`config.mk`:
```
export PLATFORM = sky130hd
export DESIGN_NAME = kbd_scan_encoder
export DESIGN_NICKNAME = d
export VERILOG_FILES = /design/src/rtl/kbd_scan_pkg.sv /design/src/rtl/kbd_strobe_edge.sv /design/src/rtl/kbd_scan_counter.sv /design/src/rtl/kbd_debounce_fsm.sv /design/src/rtl/kbd_scan_encoder.sv
export SDC_FILE = /design/constraint.sdc
export NUM_CORES = 1
export LEC_CHECK = 0
export ABC_AREA = 1
export ABC_CLOCK_PERIOD_IN_PS = 1800
export BUFFER_PORTS_ARGS = -buffer_cell sky130_fd_sc_hd__buf_2
export CAP_MARGIN = 5
export CORE_MARGIN = 2
export CORE_UTILIZATION = 53
export CTS_CLUSTER_SIZE = 16
export DETAILED_ROUTE_END_ITERATION = 8
export HOLD_SLACK_MARGIN = 0.15
export PLACE_DENSITY = 0.87
export SYNTH_ARGS = -nofsm -noshare
export SYNTH_HDL_FRONTEND = slang
export SYNTH_SLANG_ARGS = --single-unit
```
`constraint.sdc`:
```
create_clock -name clk -period 1.8 [get_ports clk]
set_input_delay 0.18 -clock clk [delete_from_list [all_inputs] [get_ports clk]]
set_output_delay 0.18 -clock clk [all_outputs]
set_load 0.02 [all_outputs]
```
`src/rtl/kbd_scan_pkg.sv`:
```
// Shared types for the keyboard scan encoder.
package kbd_scan_pkg;
    // Debounce / handshake phases of the encoder.
    typedef enum logic [2:0] {
        ST_SCAN     = 3'd0,
        ST_PRESS_DB = 3'd1,
        ST_HELD     = 3'd2,
        ST_REL_DB   = 3'd3,
        ST_WAIT_RD  = 3'd4
    } kbd_state_e;
endpackage

```
`src/rtl/kbd_strobe_edge.sv`:
```
// Samples the timing strobe and produces one-clock pulses for its rising
// and falling edges. Assumes the strobe is already synchronous to clk.
module kbd_strobe_edge (
    input  logic clk,
    input  logic rst_n,
    input  logic strobe,
    output logic rise,
    output logic fall
);
    logic strobe_q;

    // Hold the strobe from the previous clock for edge comparison.
    always_ff @(posedge clk) begin
        if (!rst_n) strobe_q <= 1'b0;
        else        strobe_q <= strobe;
    end

    assign rise = strobe & ~strobe_q;
    assign fall = ~strobe & strobe_q;
endmodule

```
`src/rtl/kbd_scan_counter.sv`:
```
// Scan position counter with one-hot row drive and column sense select.
// Assumes the sense lines are valid while the current row is driven.
module kbd_scan_counter #(
    parameter int ROW_BITS = 3,
    parameter int COL_BITS = 3
) (
    input  logic                           clk,
    input  logic                           rst_n,
    input  logic                           advance,
    input  logic [(1<<COL_BITS)-1:0]       sense_col,
    output logic [(1<<ROW_BITS)-1:0]       drive_row,
    output logic [ROW_BITS+COL_BITS-1:0]   count,
    output logic                           hit
);
    localparam int CODE_W = ROW_BITS + COL_BITS;
    localparam int ROWS   = 1 << ROW_BITS;

    // Step the scan position; natural binary wrap covers the whole matrix.
    always_ff @(posedge clk) begin
        if (!rst_n)       count <= '0;
        else if (advance) count <= count + CODE_W'(1);
    end

    // Decode the upper bits into one driven row line each.
    for (genvar r = 0; r < ROWS; r++) begin : g_row
        assign drive_row[r] = (count[CODE_W-1:COL_BITS] == ROW_BITS'(r));
    end

    assign hit = sense_col[count[COL_BITS-1:0]];
endmodule

```
`src/rtl/kbd_debounce_fsm.sv`:
```
// Press/release debounce and host handshake. Produces the scan advance,
// the code latch pulse and the active-low data-available and repeat flags.
// Assumes rise and fall never pulse in the same clock.
module kbd_debounce_fsm
    import kbd_scan_pkg::*;
#(
    parameter int PRESS_TICKS   = 4,
    parameter int RELEASE_TICKS = 6
) (
    input  logic clk,
    input  logic rst_n,
    input  logic rise,
    input  logic fall,
    input  logic read_sel,
    input  logic hit,
    output logic advance,
    output logic latch,
    output logic da_n,
    output logic rpt_n
);
    localparam int MAX_T = (PRESS_TICKS > RELEASE_TICKS) ? PRESS_TICKS : RELEASE_TICKS;
    localparam int DB_W  = $clog2(MAX_T + 1);
    localparam logic [DB_W-1:0] P_LAST = DB_W'(PRESS_TICKS - 1);
    localparam logic [DB_W-1:0] R_LAST = DB_W'(RELEASE_TICKS - 1);

    kbd_state_e      st;
    logic [DB_W-1:0] db_cnt;

    assign latch   = fall && (st == ST_PRESS_DB) && hit && (db_cnt == P_LAST);
    assign advance = fall && (((st == ST_SCAN) && !hit) || ((st == ST_WAIT_RD) && da_n));

    // Sequence debounce windows and the host flags on strobe edges.
    always_ff @(posedge clk) begin
        if (!rst_n) begin
            st     <= ST_SCAN;
            db_cnt <= '0;
            da_n   <= 1'b1;
            rpt_n  <= 1'b1;
        end else begin
            if (rise) begin
                if (read_sel && !da_n)
                    da_n <= 1'b1;
                else if (da_n && (st == ST_HELD) && rpt_n)
                    rpt_n <= 1'b0;
            end
            if (fall) begin
                case (st)
                    ST_SCAN: begin
                        if (hit) begin
                            st     <= ST_PRESS_DB;
                            db_cnt <= '0;
                        end
                    end
                    ST_PRESS_DB: begin
                        if (!hit) begin
                            st <= ST_SCAN;
                        end else if (db_cnt == P_LAST) begin
                            st   <= ST_HELD;
                            da_n <= 1'b0;
                        end else begin
                            db_cnt <= db_cnt + DB_W'(1);
                        end
                    end
                    ST_HELD: begin
                        if (!hit) begin
                            st     <= ST_REL_DB;
                            db_cnt <= '0;
                        end
                    end
                    ST_REL_DB: begin
                        if (hit) begin
                            st <= ST_HELD;
                        end else if (db_cnt == R_LAST) begin
                            st    <= ST_WAIT_RD;
                            rpt_n <= 1'b1;
                        end else begin
                            db_cnt <= db_cnt + DB_W'(1);
                        end
                    end
                    ST_WAIT_RD: begin
                        if (da_n) st <= ST_SCAN;
                    end
                    default: st <= ST_SCAN;
                endcase
            end
        end
    end
endmodule

```
`src/rtl/kbd_scan_encoder.sv`:
```
// Keyboard matrix scan encoder top. Ties the strobe edge detector, the
// scan counter and the debounce/handshake machine together and holds
// the reported key code. Assumes a synchronous strobe and key matrix.
module kbd_scan_encoder #(
    parameter int ROW_BITS      = 3,
    parameter int COL_BITS      = 3,
    parameter int PRESS_TICKS   = 4,
    parameter int RELEASE_TICKS = 6
) (
    input  logic                                clk,
    input  logic                                rst_n,
    input  logic                                strobe,
    input  logic                                sel_hi,
    input  logic                                sel_lo_n,
    output logic [(1<<ROW_BITS)-1:0]            drive_row,
    input  logic [(1<<COL_BITS)-1:0]            sense_col,
    output logic [ROW_BITS+COL_BITS-1:0]        key_code,
    output logic                                da_n,
    output logic                                rpt_n
);
    localparam int CODE_W = ROW_BITS + COL_BITS;

    logic              rise, fall, hit, advance, latch;
    logic [CODE_W-1:0] count;

    kbd_strobe_edge u_edge (
        .clk    (clk),
        .rst_n  (rst_n),
        .strobe (strobe),
        .rise   (rise),
        .fall   (fall)
    );

    kbd_scan_counter #(.ROW_BITS(ROW_BITS), .COL_BITS(COL_BITS)) u_cnt (
        .clk       (clk),
        .rst_n     (rst_n),
        .advance   (advance),
        .sense_col (sense_col),
        .drive_row (drive_row),
        .count     (count),
        .hit       (hit)
    );

    kbd_debounce_fsm #(.PRESS_TICKS(PRESS_TICKS), .RELEASE_TICKS(RELEASE_TICKS)) u_fsm (
        .clk      (clk),
        .rst_n    (rst_n),
        .rise     (rise),
        .fall     (fall),
        .read_sel (sel_hi & ~sel_lo_n),
        .hit      (hit),
        .advance  (advance),
        .latch    (latch),
        .da_n     (da_n),
        .rpt_n    (rpt_n)
    );

    // Capture the scan position when a closure is confirmed.
    always_ff @(posedge clk) begin
        if (!rst_n)     key_code <= '0;
        else if (latch) key_code <= count;
    end
endmodule

```
==> qor.csv <==
metric,value,unit
outcome,"complete, no violations",
post-route ant nets,0,
Crit. End Element,register,
Cells after Synth,196,
Power Density,579,nW/um^2
Root Buffer,clkbuf_4,
layout cell share with drive strength beyond 1,0.231,
Tightest Pin Transition,0.332,ns
die area,2860,sq um
Area Overhead vs Synth,15.3,%
CTS tree,built,
max_slew headroom,0.777,
DRT Pass-1 Iters,4,
Starting Density,0.575,
Post-Syn Nets,213,
Setup Crit Path Kind,reg2reg,
WHS,0.169,ns
Via density,5.14,
"Hold Vio Cnt, Final",0,
Post-Syn Area per Cell,6.62,sq um
vias in the first global route,1223,
Multi-input gate area,753,sq um
HP Class,in2reg,
post-placement cell area,1460,sq um
per-cell routed wire length,11.0,um
GP Congestion,0.936,
total gr overflow,0,
chip height,53.5,um
CP required,2.02,ns
Worst Hold Launch,rst_n,
number of I/O port buffers,28,
Layout Skew,0.00504,ns
total power draw,0.867,mW
CP startpoint,u_cnt.count[1],
vias,1300,
Critical Path AT,1.87,ns
sequential share of the synthesized area,0.324,
Num CTS Buffers,3,
Row Count,17,
htree depth,1,
Tot GR Track Use,0.244,
DP HPWL,2160,um
critical path launch point type,register,
IO Pins,29,
clk sinks,21,
worst vdd ir,0.706,mV
clock buffer depth,2,
post-synthesis cell area,1300,sq um
unrepaired setup endpoints after global routing,false,
cell area after layout,1500,sq um
largest net degree at the start of global routing,14,
clock-pin slew on the worst setup and hold paths,0.12,ns
Clock Latency Late Sink,0.31,ns
max_cap viols,0,
FF-to-FF Start,u_cnt.count[1],
FMAX,0.605,GHz
crit-path max FO,6,
setup TNS,0,ns
first-pass GRT wire length,5060,um
#FFs+latches synth,21,
Routed WL,2800,um
ant diodes,0,
initial antenna violation count,0,
Core Box Area,2250,sq um
leakage power,0.739,nW
Final Max Tran Viols,0,
# setup viols final,0,
setup bufs post-CTS,0,
Tcrit/Tclk final,0.918,
fin crit period,1.65,ns
Die W,53.5,um
post-synthesis cell type count,25,
fillers,210,
DRT iter0 DRCs,31,
FF+latch area,422,sq um
YS warnings,0,
Layout Nets,243,
drt drc,0,
-- critical path: stages (launching register included) --
cell and delay [ns]:
dfxtp_1 0.46, inv_1 0.13, nand3_1 0.12, nand3_2 0.13, nand2_4 0.15, nand2_4 0.07, nand2_2 0.13, nand3_1 0.10
o21ai_0 0.20, nor2_1 0.05
-- where the power goes --
group | total, mW | leakage, nW | switching [mW] | internal [mW]
clock network | 0.235 | 0.0177 | 0.152 | 0.0831
logic | 0.141 | 0.551 | 0.0895 | 0.0512
registers | 0.491 | 0.171 | 0.0148 | 0.476
-- what timing repair did --
action                                  CTS  global route
hold endpoints to repair                  1             0
endpoints found under the setup margin    0            14
hold buffers                              1             0
gates resized for setup                   0             1
-- cells in the final DEF (no fill, tap or decap), drive strengths merged --
cell / synthesis / final
clkinv: 1 / 2
o31ai: 1 / 1
nor4: 1 / 1
inv: 26 / 26
nor2: 24 / 24
nand3b: 2 / 2
o211a: 1 / 1
a21boi: 1 / 1
dfxtp: 21 / 21
buf: 1 / 29
nand2: 52 / 52
a21oi: 10 / 10
clkbuf: 4 / 3
ha: 4 / 4
dlygate4sd3: 0 / 1
or2: 2 / 2
nor3: 10 / 10
nand3: 27 / 27
xor2: 2 / 2
o21ai: 6 / 6
-- synthesized netlist by cell type --
library cell	n	share of area
nand3_2	2	0.015
clkbuf_1	4	0.012
a21oi_1	10	0.039
nand3_1	25	0.096
o21ai_0	5	0.019
nor3_1	10	0.039
nand3b_1	2	0.012
dfxtp_1	21	0.32
buf_4	1	0.0058
nor2_1	21	0.061
xor2_1	2	0.014
o211a_1	1	0.0077
inv_1	24	0.069
nand2_2	4	0.019
or2_2	2	0.0096
nor4_1	1	0.0048
o31ai_1	1	0.0058
nor2_4	3	0.026
o21ai_2	1	0.0068
nand2_4	4	0.035
a21boi_0	1	0.0058
ha_1	4	0.039
clkinv_1	1	0.0029
inv_2	2	0.0058
nand2_1	44	0.13
-- through the flow --
stage	setup WS (ns)	utilization	cells
CTS	0.100	0.663	253
global placement	0.162	0.647	248
global route	0.00985	0.664	253
floorplan	0.374	-	196
finish	0.148	0.664	253
detailed placement	0.115	0.647	248
-- state kept, by name, indices dropped and copies added (netlist names) --
signal / flops
u_fsm.da_n: 1
u_fsm.db_cnt: 3
u_fsm.rpt_n: 1
u_edge.strobe_q: 1
u_cnt.count: 6
u_fsm.st: 3
key_code: 6
-- cells by family (layout without fill, tap and decap cells) --
group / after synthesis / after routing / share of synthesized area
buffers and inverters: 32 / 61 / 0.0955
adder cells (fa/ha/maj): 4 / 4 / 0.0386
XOR/XNOR: 2 / 2 / 0.0135
AO/OA/AOI/OAI: 19 / 19 / 0.0839
AND/OR/NAND/NOR: 118 / 118 / 0.445
flip-flops: 21 / 21 / 0.324
-- routing by layer --
layer  share of wire  routed length [um]  track usage
met2            0.45                1250        0.391
met4           0.013                  37       0.0940
met1            0.48                1330        0.310
met5               0                   0            0
met3           0.065                 181       0.0621
-- final timing paths --
path / end / slack [ns] / depth (start not counted)
setup reg to reg: u_cnt.count[2] / 0.15 / 9
hold / removal: u_fsm.da_n / 0.17 / 2
setup / recovery: u_cnt.count[2] / 0.15 / 9
hold reg to reg: key_code[5] / 0.47 / 2
-- area by class of cell --
type	instances	area share
clock buffers	3	0.0151
multi-input cells	143	0.503
well taps	28	0.0234
clock inverters	1	0.00334
flip-flops and latches	21	0.282
inverters	27	0.0677
repair buffers	30	0.105
Note: power is estimated with default switching activity, not from simulation.
